**config.mk**
```make
export PLATFORM = sky130hd
export DESIGN_NAME = parity_reporter
export DESIGN_NICKNAME = d
export VERILOG_FILES = /design/src/rtl/pdr_pkg.sv /design/src/rtl/pdr_capture.sv /design/src/rtl/pdr_status.sv /design/src/rtl/parity_reporter.sv
export SDC_FILE = /design/constraint.sdc
export NUM_CORES = 1
export LEC_CHECK = 0
export BUFFER_PORTS_ARGS = -buffer_cell sky130_fd_sc_hd__buf_4
export CAP_MARGIN = 25
export CORE_ASPECT_RATIO = 0.8
export CORE_MARGIN = 2
export CORE_UTILIZATION = 28
export DETAILED_ROUTE_END_ITERATION = 10
export PLACE_DENSITY_LB_ADDON = 0.12
export SLEW_MARGIN = 20
export SYNTH_ARGS = -nofsm -noshare
export SYNTH_HDL_FRONTEND = slang
export SYNTH_SLANG_ARGS = --single-unit
```
**constraint.sdc**
```tcl
create_clock -name clk -period 1.2 [get_ports clk]
set_input_delay 0 -clock clk [delete_from_list [all_inputs] [get_ports clk]]
set_output_delay 0 -clock clk [all_outputs]
set_load 0.03 [all_outputs]
```
**src/rtl/pdr_pkg.sv**
```systemverilog
package pdr_pkg;

    // Bit positions of the sticky flags inside the status register
    localparam int DPD_BIT = 8;
    localparam int DPE_BIT = 15;

    // One captured data phase, waiting for its parity bit
    typedef struct packed {
        logic valid;     // phase was qualified and belongs to us
        logic is_read;   // transfer direction
        logic calc_par;  // XOR of data and byte-enable lines
    } phase_t;

    // Even parity: data XOR enables XOR parity bit must be zero
    function automatic logic phase_err(input phase_t p, input logic par);
        return p.valid & (p.calc_par ^ par);
    endfunction

endpackage

```
**src/rtl/pdr_capture.sv**
```systemverilog
module pdr_capture
    import pdr_pkg::*;
#(
    parameter int AD_W = 32,
    parameter int BE_W = 4
) (
    input  logic            clk,
    input  logic            rst,
    input  logic [AD_W-1:0] ad,
    input  logic [BE_W-1:0] be,
    input  logic            own,
    input  logic            irdy,
    input  logic            trdy,
    input  logic            is_read,
    output phase_t          cap
);

    localparam int LINES = AD_W + BE_W;

    logic [LINES-1:0] lines;
    assign lines = {ad, be};

    always_ff @(posedge clk) begin
        if (rst) begin
            cap <= '0;
        end else begin
            cap.valid    <= own & irdy & trdy;
            cap.is_read  <= is_read;
            cap.calc_par <= ^lines;
        end
    end

    // a captured phase must come from a transfer we initiated
    a_r3_valid_needs_initiator: assert property (@(posedge clk) disable iff (rst)
        cap.valid |-> $past(own));

    // a captured phase must have had both ready signals high
    a_r4_valid_needs_ready: assert property (@(posedge clk) disable iff (rst)
        cap.valid |-> $past(irdy && trdy));

endmodule

```
**src/rtl/pdr_status.sv**
```systemverilog
module pdr_status
    import pdr_pkg::*;
#(
    parameter int CSR_W = 16
) (
    input  logic             clk,
    input  logic             rst,
    input  logic             set_dpd,
    input  logic             set_dpe,
    input  logic             wr,
    input  logic [CSR_W-1:0] wdata,
    output logic             dpd,
    output logic             dpe
);

    logic clr_dpd, clr_dpe;
    assign clr_dpd = wr & wdata[DPD_BIT];
    assign clr_dpe = wr & wdata[DPE_BIT];

    // Set has priority over a write-one-to-clear in the same cycle
    always_ff @(posedge clk) begin
        if (rst) begin
            dpd <= 1'b0;
            dpe <= 1'b0;
        end else begin
            dpd <= set_dpd | (dpd & ~clr_dpd);
            dpe <= set_dpe | (dpe & ~clr_dpe);
        end
    end

    // flags hold unless a one is written to their bit
    a_r9_dpd_sticky: assert property (@(posedge clk) disable iff (rst)
        (dpd && !(wr && wdata[DPD_BIT])) |=> dpd);

    a_r9_dpe_sticky: assert property (@(posedge clk) disable iff (rst)
        (dpe && !(wr && wdata[DPE_BIT])) |=> dpe);

endmodule

```
**src/rtl/parity_reporter.sv**
```systemverilog
module parity_reporter
    import pdr_pkg::*;
#(
    parameter int AD_W  = 32,
    parameter int BE_W  = 4,
    parameter int CSR_W = 16
) (
    input  logic             clk,
    input  logic             rst,
    input  logic [AD_W-1:0]  ad_in,
    input  logic [BE_W-1:0]  be_in,
    input  logic             par_in,
    input  logic             init_rdy,
    input  logic             tgt_rdy,
    input  logic             own_xfer,
    input  logic             xfer_read,
    input  logic             resp_en,
    input  logic             stat_wr,
    input  logic [CSR_W-1:0] stat_wdata,
    output logic             perr_n,
    output logic             stat_dpd,
    output logic             stat_dpe
);

    phase_t cap;
    logic   err;
    logic   perr_q;

    pdr_capture #(.AD_W(AD_W), .BE_W(BE_W)) u_capture (
        .clk     (clk),
        .rst     (rst),
        .ad      (ad_in),
        .be      (be_in),
        .own     (own_xfer),
        .irdy    (init_rdy),
        .trdy    (tgt_rdy),
        .is_read (xfer_read),
        .cap     (cap)
    );

    // Parity arrives one clock after its phase: compare now
    assign err = phase_err(cap, par_in);

    always_ff @(posedge clk) begin
        if (rst) perr_q <= 1'b1;
        else     perr_q <= ~(err & resp_en);
    end
    assign perr_n = perr_q;

    pdr_status #(.CSR_W(CSR_W)) u_status (
        .clk     (clk),
        .rst     (rst),
        .set_dpd (err & resp_en),
        .set_dpe (err & cap.is_read),
        .wr      (stat_wr),
        .wdata   (stat_wdata),
        .dpd     (stat_dpd),
        .dpe     (stat_dpe)
    );

    // reset leaves the outputs idle
    a_r1_reset_idle: assert property (@(posedge clk)
        rst |=> (perr_n && !stat_dpd && !stat_dpe));

    // the error pulse only appears with response enabled
    a_r6_perr_needs_enable: assert property (@(posedge clk) disable iff (rst)
        !perr_n |-> $past(resp_en));

    // the detected flag rises together with an error pulse
    a_r7_dpd_with_perr: assert property (@(posedge clk) disable iff (rst)
        $rose(stat_dpd) |-> !perr_n);

    // the read-error flag rises only after a read phase
    a_r8_dpe_on_read: assert property (@(posedge clk) disable iff (rst)
        $rose(stat_dpe) |-> $past(cap.is_read));

endmodule

```
Word level (Yosys, flattened, before mapping) --
Cells that the tools add are included.
Operators by class: bitwise gates (word level) 15, reductions and logical operators 1
Operators with widths (count):
- 36-bit parity | 1
- 1-bit AND | 9
- 1-bit NOT | 3
- 1-bit bitwise OR | 2
- 1-bit bitwise XOR | 1
Storage, ports and cells: register bits after elaboration 6, input port bits 61, output and inout port bits 3, logic and storage cells 22

Logic depth before layout (Yosys ltp) --
Gate-level depths: netlist of the first run.
word-level depth 4, gate-level depth with buffers 5

By module --
Synthesis of the first run repeated with hierarchy kept, for this count alone.
Second synthesis, totals: cells, all modules 53, area, all modules 531.8 sq um
By module, submodules not included:
- pdr_capture | instances 1, cells each 40, area an instance 409.1 sq um, sequential area each 60.1 sq um
- pdr_status | instances 1, cells each 8, area an instance 72.6 sq um, sequential area each 40.0 sq um
- parity_reporter | instances 1, cells each 5, area an instance 50.0 sq um, sequential area each 20.0 sq um

Worst setup path after synthesis of the first run --
OpenSTA, ideal clock, no wires.
kind input-to-reg, from input port ad_in[22], to register u_capture.cap[0] (netlist name), library setup time 0.121 ns, arrival 1.159 ns, data required time 1.079 ns, slack -0.080 ns, stages 5, path through xor2_1 xnor2_1 xnor2_1 xnor3_1 mux2_4
Between the ends: word-level cells in the longest chain between the ends 1
RTL lines:
- start: declaration | line parity_reporter.sv:10 | input logic [AD_W-1:0] ad_in,
- 36-bit parity | line pdr_capture.sv:29 | cap.calc_par <= ^lines;
Every way passes these cells. A chain may end at the register's enable or synchronous reset.

Worst setup path in the final report of the first run --
from input port be_in[1], to register u_capture.cap[0] (netlist name)
Between the ends: word-level cells in the longest chain between the ends 1
RTL lines:
- start: declaration | line parity_reporter.sv:11 | input logic [BE_W-1:0] be_in,
- 36-bit parity | line pdr_capture.sv:29
Every way passes these cells.

==> impl_metrics.toml, run 1 <==
[run_status]
status = "complete, no violations"

[timing]
final.min_clock_period_ps = 1180
final_max_slew_viol_count = 0
max_clock_freq_mhz = 846
finalHoldViolations = 0
fin_ws_ps = 17.4
finClkSkew_ps = 1.54
rsz0062_at_grt = "yes"
fin_crit_sh_pct = 98.5
setup_viol = 0
whs_ps = 22.7
relSlewSlack_pct = 86.8
tightest_slew_ps = 197

[layout]
n_fill_cell = 147
final_cell_mix = "buf_4 (48), xnor2_1 (25), dfxtp_1 (6), xor2_1 (4)"
layout-drive-gt1-share_pct = 51.9
antenna_cells = 0
layout.cells.non_filler = 128
final_common_cell = "buf_4"
multi_input_area_um2 = 413
regArea_um2 = 120
area_growth_pct = 90.1
nets = 169
final_area_um2 = 985

[synth]
syn_inst = 51
synthMuxAreaShare_pct = 2.90
ys_ff_latch = 6
synth_seq_area_share_pct = 23.2
post_synth_num_cell_types = 12
synth_compound_area_share_pct = 1.69
synth_fa_ha_area_share_pct = 0
syn_area_um2 = 518
synth.avg_cell_area_um2 = 10.2
synth_xor_area_share_pct = 61.1
yosys_warnings = 0
synth_top_family_by_area = "XOR/XNOR gates"
syn_nets = 112
synthSimpleGateAreaFrac_pct = 11.1

[clocking]
cts_buffers = 3
clk_latency_ps = 240
root_buffer = "clkbuf_4"
cts_tree = "done"
clk_pin_slew_ps = 40
htree_num_levels = 1
clock_sinks = 6
clock_path_buffers = 2
cts_setup_buffers = 0

[die]
coreArea_mm2 = 0.00168
ios = 64
die_x_um = 52.1
die_area_mm2 = 0.00221
die_y_um = 42.5
initial_core_util_pct = 30.9
rows = 13

[setup_path]
reg2reg_slack_ps = 390
crit_arrival_ps = 1310
ff2ff_path_depth = 3
cp-end-kind = "register"
critPathRequiredTime_ps = 1330
rr_endpoint = "u_status.dpe"
critPathKind = "input pin to register"
crit_path_max_fanout = 1
worstReg2RegStart = "u_capture.cap[0]"
cp-start-kind = "input pin"

[global_routing]
grt_use_total_pct = 12.0
grt-ovfl-total = 0
antenna_found_initial = 0
grt_pass1_vias = 543
grt_max_degree = 8
grt_pass1_wl_um = 2010

[power_and_ir_drop]
p_leak_nw = 0.465
ir_drop_uv = 461
power.density_mw_per_mm2 = 955

[drt]
drc = 0
via_per_inst = 4.06
initialDrtViolationCount = 5
wire_per_inst_um = 9.13
finalWirelength_um = 1170
vias = 520
firstDrtPassIters = 3
drtAntennaViolNets = 0

[place]
pre_cts_ws_ps = -283
place.gp.congestion = 0.721
placed_area_um2 = 921
dp_cells = 122
numPortBuffers = 49

[min_path]
min_from = "stat_wdata[8]"
hold_depth = 4
min_path_type = "input pin to register"
hold_end = "u_status.dpd"

[job]
drv_cap = 0
## worst max-delay path, cell delays in order
cell and delay (ps):
buf_4 110, xnor2_1 170, xnor2_1 160, xnor2_1 150
xnor3_1 420, mux2_4 300
## layout make-up
| class | instances | share of cell area [%] |
|---|---|---|
| multi-input cells | 45 | 41.9 |
| repair buffers | 52 | 40.8 |
| flip-flops and latches | 6 | 12.2 |
| well taps | 22 | 2.80 |
| clock buffers | 3 | 2.29 |
## through the flow
step | setup TNS (ps) | util (%) | power [W]
after global placement | -224 | 55.0 | 0.000744
after floorplan | -62.8 | - | 0.000592
after CTS | 0 | 59.4 | 0.000955
final | 0 | 58.8 | 0.000941
after detailed placement | -283 | 55.0 | 0.000751
after global routing | -31.4 | 58.8 | 0.00100
## sequential cells by signal, summed over array words and instances (netlist names)
name,cells
u_capture.cap,3
u_status.dpd,1
perr_n,1
u_status.dpe,1
## layer usage
layer | track usage (%) | vias up | wire, um
met5 | 0 | - | 0
met4 | 1.58 | 0 | 0
met2 | 22.5 | 29 | 611
li1 | - | 274 | -
met3 | 5.71 | 0 | 147
met1 | 12.1 | 217 | 409
## Yosys cell counts (all sizes together)
master / n / area (um^2)
a32oi: 1 / 8.76
and4b: 1 / 10.0
dfxtp: 6 / 120
mux2: 1 / 15.0
nand2: 3 / 11.3
nand3b: 1 / 7.51
nand4b: 1 / 8.76
nor2: 2 / 7.51
nor2b: 2 / 12.5
xnor2: 27 / 236
xnor3: 2 / 45.0
xor2: 4 / 35.0
## power breakdown
part / leakage [nW] / switching (W) / internal, W
logic: 0.402 / 0.000161 / 0.000369
registers: 0.0490 / 0.00000658 / 0.000219
clock network: 0.0138 / 0.0000720 / 0.000113
total: 0.465 / 0.000239 / 0.000701
## worst max path at each step
stage              start               end  slack, ps  depth (start not counted)
5_1_grt         be_in[1]  u_capture.cap[0]        -30                          6
4_1_cts         be_in[1]  u_capture.cap[0]          4                          6
3_3_place_gp   ad_in[10]  u_capture.cap[0]       -220                          6
2_1_floorplan  ad_in[10]  u_capture.cap[0]        -60                          5
3_5_place_dp    ad_in[5]  u_capture.cap[0]       -280                          6
6_report        be_in[1]  u_capture.cap[0]         20                          6
## kinds of logic after synthesis
family           Yosys count
XOR/XNOR                  33
flip-flops                 6
multiplexers               1
AO/OA/AOI/OAI              1
AND/OR/NAND/NOR           10
## what timing repair did
| action | in CTS | in global routing |
|---|---|---|
| gates resized for setup | 2 | 0 |
| pin swaps | 4 | 0 |
| endpoints found under the hold margin | 3 | 0 |
| hold buffers | 4 | 0 |
| setup endpoints to repair | 1 | 2 |
Power figures use the tool's default switching activity.
==> run 2, diff against run 1 <==
--- a/config.mk
+++ b/config.mk
@@ -8,11 +8,10 @@
 export BUFFER_PORTS_ARGS = -buffer_cell sky130_fd_sc_hd__buf_4
 export CAP_MARGIN = 25
 export CORE_ASPECT_RATIO = 0.8
-export CORE_MARGIN = 2
 export CORE_UTILIZATION = 28
 export DETAILED_ROUTE_END_ITERATION = 10
 export PLACE_DENSITY_LB_ADDON = 0.12
-export SLEW_MARGIN = 20
+export SLEW_MARGIN = 5
 export SYNTH_ARGS = -nofsm -noshare
 export SYNTH_HDL_FRONTEND = slang
 export SYNTH_SLANG_ARGS = --single-unit
==> impl_metrics.toml, run 2 (synthesis results as in run 1) <==
[layout]
layout-drive-gt1-share_pct = 58.5
largest-register = "u_capture.cap"
final_common_cell = "buf_4"
largest_reg_flops = 3
nets = 169
area_growth_pct = 109
final_cell_mix = "buf_4 (40), xnor2_1 (19), buf_6 (8), xnor2_2 (7), dfxtp_1 (6)"
antenna_cells = 0

[power_and_ir_drop]
share_clk_of_total_power_pct = 18.0
p_leak_nw = 0.513
power.density_mw_per_mm2 = 904
swShare_pct = 25.1
p_sw_w = 0.000246
ir_drop_uv = 614
finalPower_w = 0.000979
combPwrFrac_pct = 58.8
p_int_w = 0.000733
power_frac_seq_pct = 23.1

[place]
hpwl_um = 963
numPortBuffers = 49
place.gp.congestion = 0.598

[die]
die_x_um = 50.1
coreArea_mm2 = 0.00168
rows = 13
die_area_mm2 = 0.00203
initial_core_util_pct = 30.9
ios = 64
die_y_um = 40.5

[clocking]
htree_num_levels = 1
cts_tree = "done"
clock_path_buffers = 2
cts_buffers = 3
root_buffer = "clkbuf_4"
cts_setup_buffers = 0
clock_sinks = 6
clk_pin_slew_ps = 40
clk_latency_ps = 240

[setup_path]
slowest_delay_ps = 420
worstPathCellList = "buf_6 > xor2_2 > xnor2_2 > xnor2_1 > xnor3_1 > mux2_4"
cp-end-kind = "register"
crit_arrival_ps = 1300
cp-endpoint = "u_capture.cap[0]"
worstReg2RegStart = "u_capture.cap[0]"
ff2ff_path_depth = 3
rr_endpoint = "u_status.dpe"
critPathKind = "input pin to register"
cp-start-kind = "input pin"
crit_path_max_fanout = 1
crit_path_start = "ad_in[13]"
critPathRequiredTime_ps = 1330
cp_slowest_cell = "xnor3_1"
reg2reg_slack_ps = 390

[global_routing]
antenna_found_initial = 0
grt_pass1_vias = 471
grt_use_total_pct = 12.6
grt-ovfl-total = 0
grt_pass1_wl_um = 1860
grt_max_degree = 8

[drt]
firstDrtPassIters = 3
vias = 546
drc = 0
finalWirelength_um = 1250
drtAntennaViolNets = 0
initialDrtViolationCount = 2
wire_per_inst_um = 9.79
via_per_inst = 4.27

[timing]
fin_crit_sh_pct = 97.6
tightest_slew_ps = 191
rsz0062_at_grt = "yes"
setup_viol = 0
max_clock_freq_mhz = 854
final_max_slew_viol_count = 0
finClkSkew_ps = 2.92
finalSetupTns_ps = 0
final.min_clock_period_ps = 1170
finalHoldViolations = 0
relSlewSlack_pct = 87.2

[job]
drv_cap = 0

[run_status]
status = "complete, no violations"

[min_path]
min_path_type = "input pin to register"
## run 2: changes by cell type in the layout (fill, tap and decap cells not counted)
| cell | previous run | this run |
|---|---|---|
| xnor2_4 | 0 | 1 |
| buf_8 | 0 | 1 |
| xnor2_1 | 25 | 19 |
| xnor2_2 | 2 | 7 |
| buf_4 | 48 | 40 |
| xor2_1 | 4 | 3 |
| xor2_2 | 0 | 1 |
| buf_6 | 1 | 8 |
## run 2: final cells by class
cell class	count	area [um^2]
fillers	141	593
multi-input cells	45	477
repair buffers	52	435
flip-flops and latches	6	120
well taps	22	27.5
clock buffers	3	22.5
## run 2: how the worst min path moves through the flow
stage               cells after the start               end          start  slack (ps)
finish                                  4      u_status.dpd  stat_wdata[8]          40
global route                            4      u_status.dpd  stat_wdata[8]          50
CTS                                     4      u_status.dpd  stat_wdata[8]          30
detailed placement                      2  u_capture.cap[1]      xfer_read         220
global placement                        2  u_capture.cap[1]      xfer_read         210
floorplan                               1  u_capture.cap[1]            rst          70
## run 2: repair_timing
item                       4_1_cts  5_1_grt
hold buffers                     4        0
cloned                           0        0
pin swaps                        6       11
setup endpoints to repair        1        2
resized for setup                4       15
hold endpoints to repair         3        0
## run 2: through the flow
stage | hold WS [ps] | area (um^2) | utilization [%] | worst slack, ps | instances
global placement | 214 | 921 | 55.0 | -224 | 122
detailed placement | 218 | 921 | 55.0 | -268 | 122
finish | 37.2 | 1080 | 64.6 | 28.7 | 128
CTS | 29.1 | 1010 | 60.0 | 2.98 | 129
floorplan | 71.6 | 526 | - | -62.8 | 51
global route | 49.2 | 1080 | 64.6 | -32.0 | 128
## run 2: power groups by stage
stage                     sequential [W]  combinational [W]  clock [W]
final                           0.000226           0.000576   0.000176
after global routing            0.000229           0.000627   0.000196
after CTS                       0.000227           0.000545   0.000188
after detailed placement        0.000230           0.000522          0
after global placement          0.000231           0.000514          0
after floorplan                 0.000232           0.000360          0
## run 2: worst max-delay path, delay by kind of cell
kind      cells  cell delay (ps)
xor+xnor      4              900
mux           1              300
buf+inv       1              100
## run 2: routing by layer
metal  GRT usage (%)  part of all wire (%)  up-vias
met3            4.55                   6.5        0
met2            25.7                    59       28
met1            13.0                    34      243
met5               0                     0        -
met4            2.14                     0        0
li1                -                     -      275
==> run 3, diff against run 2 <==
--- a/config.mk
+++ b/config.mk
@@ -5,11 +5,10 @@
 export SDC_FILE = /design/constraint.sdc
 export NUM_CORES = 1
 export LEC_CHECK = 0
-export BUFFER_PORTS_ARGS = -buffer_cell sky130_fd_sc_hd__buf_4
 export CAP_MARGIN = 25
-export CORE_ASPECT_RATIO = 0.8
-export CORE_UTILIZATION = 28
+export CORE_UTILIZATION = 35
 export DETAILED_ROUTE_END_ITERATION = 10
+export DONT_BUFFER_PORTS = 1
 export PLACE_DENSITY_LB_ADDON = 0.12
 export SLEW_MARGIN = 5
 export SYNTH_ARGS = -nofsm -noshare
==> impl_metrics.toml, run 3 (synthesis results as in run 1) <==
[drt]
finalWirelength_um = 1070
vias = 396
dr_wl_met3_um = 123
wire_per_inst_um = 13.3
via_per_inst = 4.95
drc = 0
met2_length_um = 610
firstDrtPassIters = 2
drtAntennaViolNets = 0
top_layer = "met3"
wl_met1_um = 333
initialDrtViolationCount = 2

[min_path]
min_from = "stat_wdata[15]"
hold_depth = 3
min_path_type = "input pin to register"
hold_end = "u_status.dpe"

[clocking]
clk_latency_ps = 240
root_buffer = "clkbuf_4"
clock_path_buffers = 2
cts_buffers = 3
cts_setup_buffers = 0
htree_num_levels = 1
clk_pin_slew_ps = 50
clock_sinks = 6
cts_tree = "done"
cts-resized-gates = 0

[place]
pre_cts_ws_ps = -128
numPortBuffers = 0
place.gp.congestion = 0.694

[power_and_ir_drop]
ir_drop_uv = 602
p_leak_nw = 0.256
finalPower_w = 0.000837
power.density_mw_per_mm2 = 1240

[timing]
finalSetupTns_ps = 0
whs_ps = -25.9
final.min_clock_period_ps = 1160
fin_crit_sh_pct = 96.7
rsz0062_at_grt = "no"
tightest_slew_ps = 334
final_max_slew_viol_count = 0
finClkSkew_ps = 1.07
finalHoldViolations = 1
relSlewSlack_pct = 77.7
fin_ws_ps = 39.0
setup_viol = 0
max_clock_freq_mhz = 861

[run_status]
failed_checks = "negative hold slack"
status = "finished with violations"

[layout]
final_cell_mix = "xnor2_1 (26), dlygate4sd3_1 (10), dfxtp_1 (6), xor2_1 (4)"
nets = 128
layout-drive-gt1-share_pct = 9.23
multi_input_area_um2 = 405
largest-register = "u_capture.cap"
n_fill_cell = 124
final_common_cell = "xnor2_1"
largest_reg_flops = 3
antenna_cells = 0
finish.utilization_pct = 50.6
regArea_um2 = 120
area_growth_pct = 30.2

[global_routing]
antenna_found_initial = 0
grt-ovfl-total = 0
grt_use_total_pct = 15.9
grt_max_degree = 6
grt_pass1_vias = 445
grt_pass1_wl_um = 1630

[setup_path]
ff2ff_path_depth = 3
crit_path_max_fanout = 1
worstReg2RegStart = "u_capture.cap[0]"
reg2reg_slack_ps = 350
critPathRequiredTime_ps = 1330
crit_arrival_ps = 1290
cp-start-kind = "input pin"
critPathKind = "input pin to register"
cp-end-kind = "register"
rr_endpoint = "u_status.dpe"

[die]
rows = 13
die_y_um = 40.5
die_area_mm2 = 0.00164
ios = 64
initial_core_util_pct = 38.8
die_x_um = 40.5
coreArea_mm2 = 0.00133

[job]
drv_cap = 0
[run 3: cell types whose count changed in the layout (fill, tap and decap cells not counted)]
cell and delta:
buf_8 -1, buf_4 -39, xor2_2 -1, xnor2_2 -6, xor2_1 +1, xnor2_1 +7
dlygate4sd3_1 +7, buf_6 -8, xnor2_4 -1
[run 3: what timing repair did]
action,4_1_cts,5_1_grt
hold buffers,11,0
setup endpoints to repair,0,1
endpoints found under the hold margin,5,0
[run 3: worst max path at each step]
stage | end | startpoint | slack [ps] | cells after the start
2_1_floorplan | u_capture.cap[0] | ad_in[10] | -60 | 5
5_1_grt | u_status.dpd | stat_wdata[8] | 10 | 5
4_1_cts | u_status.dpe | stat_wr | 40 | 5
3_3_place_gp | u_capture.cap[0] | ad_in[7] | -110 | 5
6_report | u_status.dpd | stat_wdata[8] | 40 | 5
3_5_place_dp | u_capture.cap[0] | ad_in[5] | -130 | 5
[run 3: where the power goes]
part | switching (W) | total, W | leakage (nW) | internal (W)
sequential | 0.0000122 | 0.000232 | 0.0490 | 0.000219
combinational | 0.000131 | 0.000418 | 0.193 | 0.000288
clock | 0.0000740 | 0.000187 | 0.0138 | 0.000113
[run 3: critical path: stages]
cell and delay [ps]:
dlygate4sd3_1 530, nand2_1 40, dlygate4sd3_1 550, nand3b_1 100
nand2_1 60
[run 3: final cells by class]
type	count	share of cell area, %
clock buffers	3	3.34
multi-input cells	45	60.1
well taps	15	2.78
flip-flops and latches	6	17.8
repair buffers	11	16.0
[run 3: stage by stage]
stage	instance area, um^2	instances
global route	674	80
floorplan	526	51
detailed placement	552	67
global placement	552	67
finish	674	80
CTS	684	81
[run 3: metal layers]
layer / global-route usage (%) / up-vias
met3: 5.00 / 0
met1: 12.3 / 165
met5: 0 / -
met4: 2.50 / 0
li1: - / 194
met2: 35.7 / 37
